**src/rtl/counter_pkg.sv**
```systemverilog
package counter_pkg;

  // Strobes passed from the control module to the datapath
  typedef struct packed {
    logic clear;   // synchronous clear
    logic load;    // parallel preset
    logic inc;     // advance by one
  } ctrl_strobes_t;

endpackage

```
**src/rtl/counter_ctrl.sv**
```systemverilog
module counter_ctrl
  import counter_pkg::*;
(
  input  logic          clrN,
  input  logic          loadN,
  input  logic          enCount,
  input  logic          enChain,
  input  logic          atTerm,
  output ctrl_strobes_t strobes,
  output logic          carryOut
);

  // Priority: clear, then load, then count
  always_comb begin
    strobes.clear = ~clrN;
    strobes.load  = clrN & ~loadN;
    strobes.inc   = clrN & loadN & enCount & enChain;
  end

  // The carry is qualified only by the chain enable
  assign carryOut = enChain & atTerm;

endmodule

```
**src/rtl/counter_datapath.sv**
```systemverilog
module counter_datapath
  import counter_pkg::*;
#(
  parameter int WIDTH  = 4,
  parameter bit DECADE = 1'b0
) (
  input  logic             clk,
  input  logic             asyncClrN,
  input  ctrl_strobes_t    strobes,
  input  logic [WIDTH-1:0] dataIn,
  output logic [WIDTH-1:0] count,
  output logic             atTerm
);

  localparam logic [WIDTH-1:0] TERM_VALUE = DECADE ? WIDTH'(9) : {WIDTH{1'b1}};
  localparam logic [WIDTH-1:0] ONE        = WIDTH'(1);

  logic [WIDTH-1:0] countQ;
  logic [WIDTH-1:0] countNext;

  assign atTerm = (countQ == TERM_VALUE);

  always_comb begin
    if (strobes.clear)     countNext = '0;
    else if (strobes.load) countNext = dataIn;
    else if (strobes.inc)  countNext = atTerm ? '0 : countQ + ONE;
    else                   countNext = countQ;
  end

  always_ff @(posedge clk or negedge asyncClrN) begin
    if (!asyncClrN) countQ <= '0;
    else            countQ <= countNext;
  end

  assign count = countQ;

endmodule

```
**src/rtl/presettable_counter.sv**
```systemverilog
module presettable_counter
  import counter_pkg::*;
#(
  parameter int WIDTH  = 4,
  parameter bit DECADE = 1'b0
) (
  input  logic             clk,
  input  logic             clrN,
  input  logic             loadN,
  input  logic             enCount,
  input  logic             enChain,
  input  logic [WIDTH-1:0] dataIn,
  output logic [WIDTH-1:0] count,
  output logic             carryOut
);

  ctrl_strobes_t strobes;
  logic          atTerm;
  logic          asyncClrN;

  // The mode decides whether the clear bypasses the clock edge
  generate
    if (DECADE) begin : g_async_clear
      assign asyncClrN = clrN;
    end else begin : g_sync_clear
      assign asyncClrN = 1'b1;
    end
  endgenerate

  counter_ctrl u_ctrl (
    .clrN     (clrN),
    .loadN    (loadN),
    .enCount  (enCount),
    .enChain  (enChain),
    .atTerm   (atTerm),
    .strobes  (strobes),
    .carryOut (carryOut)
  );

  counter_datapath #(
    .WIDTH  (WIDTH),
    .DECADE (DECADE)
  ) u_dp (
    .clk       (clk),
    .asyncClrN (asyncClrN),
    .strobes   (strobes),
    .dataIn    (dataIn),
    .count     (count),
    .atTerm    (atTerm)
  );

endmodule

```
**config.mk**
```make
export PLATFORM = sky130hd
export DESIGN_NAME = presettable_counter
export DESIGN_NICKNAME = d
export VERILOG_FILES = /design/src/rtl/counter_pkg.sv /design/src/rtl/counter_ctrl.sv /design/src/rtl/counter_datapath.sv /design/src/rtl/presettable_counter.sv
export SDC_FILE = /design/constraint.sdc
export NUM_CORES = 1
export LEC_CHECK = 0
export ABC_CLOCK_PERIOD_IN_PS = 2500
export BUFFER_PORTS_ARGS = -buffer_cell sky130_fd_sc_hd__clkbuf_2
export CAP_MARGIN = 30
export CORE_AREA = 2 2 39 41
export CTS_CLUSTER_SIZE = 16
export DETAILED_ROUTE_END_ITERATION = 10
export DIE_AREA = 0 0 41 43
export SYNTH_ARGS = -nofsm -noshare
export SYNTH_HDL_FRONTEND = slang
export SYNTH_SLANG_ARGS = --single-unit
```
**constraint.sdc**
```tcl
create_clock -name clk -period 2.5 [get_ports clk]
set_input_delay 0.25 -clock clk [delete_from_list [all_inputs] [get_ports clk]]
set_output_delay 0.25 -clock clk [all_outputs]
set_load 0.1 [all_outputs]
```
==> results.cfg <==
[synth]
synth_fp_nets = 37
yosysWarningCount = 0
syn_avg_cell_area_um2 = 8.57
ys_ff_latch = 4
ys_seq_area_frac = 0.346
synth_cell_types = 17
netlist_instances = 27
synth_area_um2 = 231

[power_and_ir_drop]
leakagePower_uw = 0.000155
total_power_uw = 224
power_density_nw_per_um2 = 662
ir_worst_vdd_mv = 0.174

[finish]
largest_register_ffs = 4
final_nets = 55
fin_area_um2 = 339
utilization = 0.245
syn_to_final_growth_pct = 46.5
drive_gt1_frac = 0.419
fillers = 146
antenna_cells = 0

[global_routing]
grt_overflow = 0
grt_max_degree = 9
grt_pass1_wl_um = 959
grtUsageTotal = 0.0884
antenna_found_initial = 0
grt_pass1_vias = 226

[placement]
numPortBuffers = 13
placed_cell_area_um2 = 317
routabilityCongestion = 0.651

[cts]
clkTransAtPathRegs_ns = 0.04
cts_sinks = 4
cts_tree = built
clk_latency_ns = 0.23
numCtsBuffers = 3
cts-root-buf = clkbuf_4
clockBufferDepth = 2
cts_setup_buffers = 0
hold_buffers = 0
cts-htree-levels = 1
cts_resized = 0

[sta]
setup_violations = 0
period_minus_slack_ns = 1.79
hold_ws_ns = 0.267
final_max_slew_viol_count = 0
max_freq_mhz = 559
period_share = 0.716
slew-limit-headroom = 0.636
hold_violations = 0
setup-tns-final_ns = 0
grt_setup_unrepaired = false
worstMarginPinSlew_ns = 0.548
skew_ns = 0.000663

[setup_path]
setup.worst_path.start_class = flop
crit_fanout = 6
rr_startpoint = u_dp.count[0]$_SDFFE_PN0P_
cp.arrival_ns = 1.54
endpoint_kind = output pin
critPathRequiredTime_ns = 2.25
worstSetupPathType = flop to output pin
crit_path_start = u_dp.count[0]$_SDFFE_PN0P_

[routing]
viasPerCell = 4.29
antenna_left = 0
drc = 0
drtIter0Drc = 1
via_count = 253
dr.pass1.iters = 2
avgRoutedWirePerCell_um = 10.4
wirelength_um = 615

[die]
initial_utilization = 0.167
ios = 14
dieHeight_um = 43
coreArea_um2 = 1380
die-area_um2 = 1760
rows = 14
dieWidth_um = 41

[outcome]
outcome = completed

[min_path]
hp-class = primary input to flop
hold_start = clrN

[run]
cap_violations = 0
-- worst max-delay path, stage by stage, from the launching register on --
cell and delay [ns]:
dfxtp_1 0.40, ha_1 0.23, and4_2 0.22, clkbuf_2 0.45
-- layout make-up --
type / count / area (um^2) / share of cell area
well taps: 16 / 20.0 / 0.0590
clock buffers: 3 / 22.5 / 0.0664
repair buffers: 13 / 65.1 / 0.192
multi-input cells: 22 / 148 / 0.435
inverters: 1 / 3.75 / 0.0111
flip-flops and latches: 4 / 80.1 / 0.236
-- through the flow --
stage               instances  worst slack, ns
floorplan                  27            0.344
finish                     59            0.711
detailed placement         56            0.966
global route               59            0.633
global placement           56            0.991
CTS                        59            0.709
-- cell usage after synthesis, drive strengths merged --
cell,number,area share
o21ai,4,0.086
a311o,1,0.043
a21boi,1,0.032
ha,1,0.054
and4,1,0.043
nand3,2,0.043
and4b,1,0.043
inv,1,0.016
or2,1,0.027
a31oi,2,0.054
o22ai,1,0.027
mux2i,1,0.043
dfxtp,4,0.35
a21oi,2,0.043
nand2,3,0.059
xor2,1,0.038
-- layer usage --
layer	routed length (um)	track usage
met4	0	0.0600
met2	244	0.0875
met3	65	0.0471
met5	0	0
met1	305	0.135
-- path summary, 6_finish.rpt --
path | slack [ns] | cells past startpoint | endpoint
min | 0.27 | 3 | u_dp.count[1]$_SDFFE_PN0P_
min reg2reg | 0.54 | 2 | u_dp.count[0]$_SDFFE_PN0P_
max reg2reg | 1.31 | 3 | u_dp.count[0]$_SDFFE_PN0P_
max | 0.71 | 3 | carryOut
-- cell families after synthesis --
group | after synthesis | synth area share
buffers and inverters | 1 | 0.0162
multiplexers | 1 | 0.0432
AND/OR/NAND/NOR | 8 | 0.216
flip-flops | 4 | 0.346
XOR/XNOR | 1 | 0.0378
adder cells (fa/ha/maj) | 1 | 0.0540
AO/OA/AOI/OAI | 11 | 0.287
-- placed cells by master (no fill, tap or decap) --
master,instances
o21ai_0,4
nand2_2,1
or2_0,1
and4b_1,1
clkbuf_2,13
xor2_1,1
inv_1,1
ha_1,1
nand3_1,2
a311o_1,1
nand2_1,2
mux2i_1,1
a21oi_1,2
a31oi_1,2
o22ai_1,1
clkbuf_4,3
and4_2,1
dfxtp_1,4
a21boi_0,1
-- where the power goes --
part | leakage (uW) | internal (uW) | switching (uW)
logic | 0.000108 | 15.9 | 51.3
clock network | 0.0000138 | 53.8 | 27.0
registers | 0.0000333 | 69.3 | 7.12
total | 0.000155 | 139 | 85.5
Power figures use the tool's default switching activity.
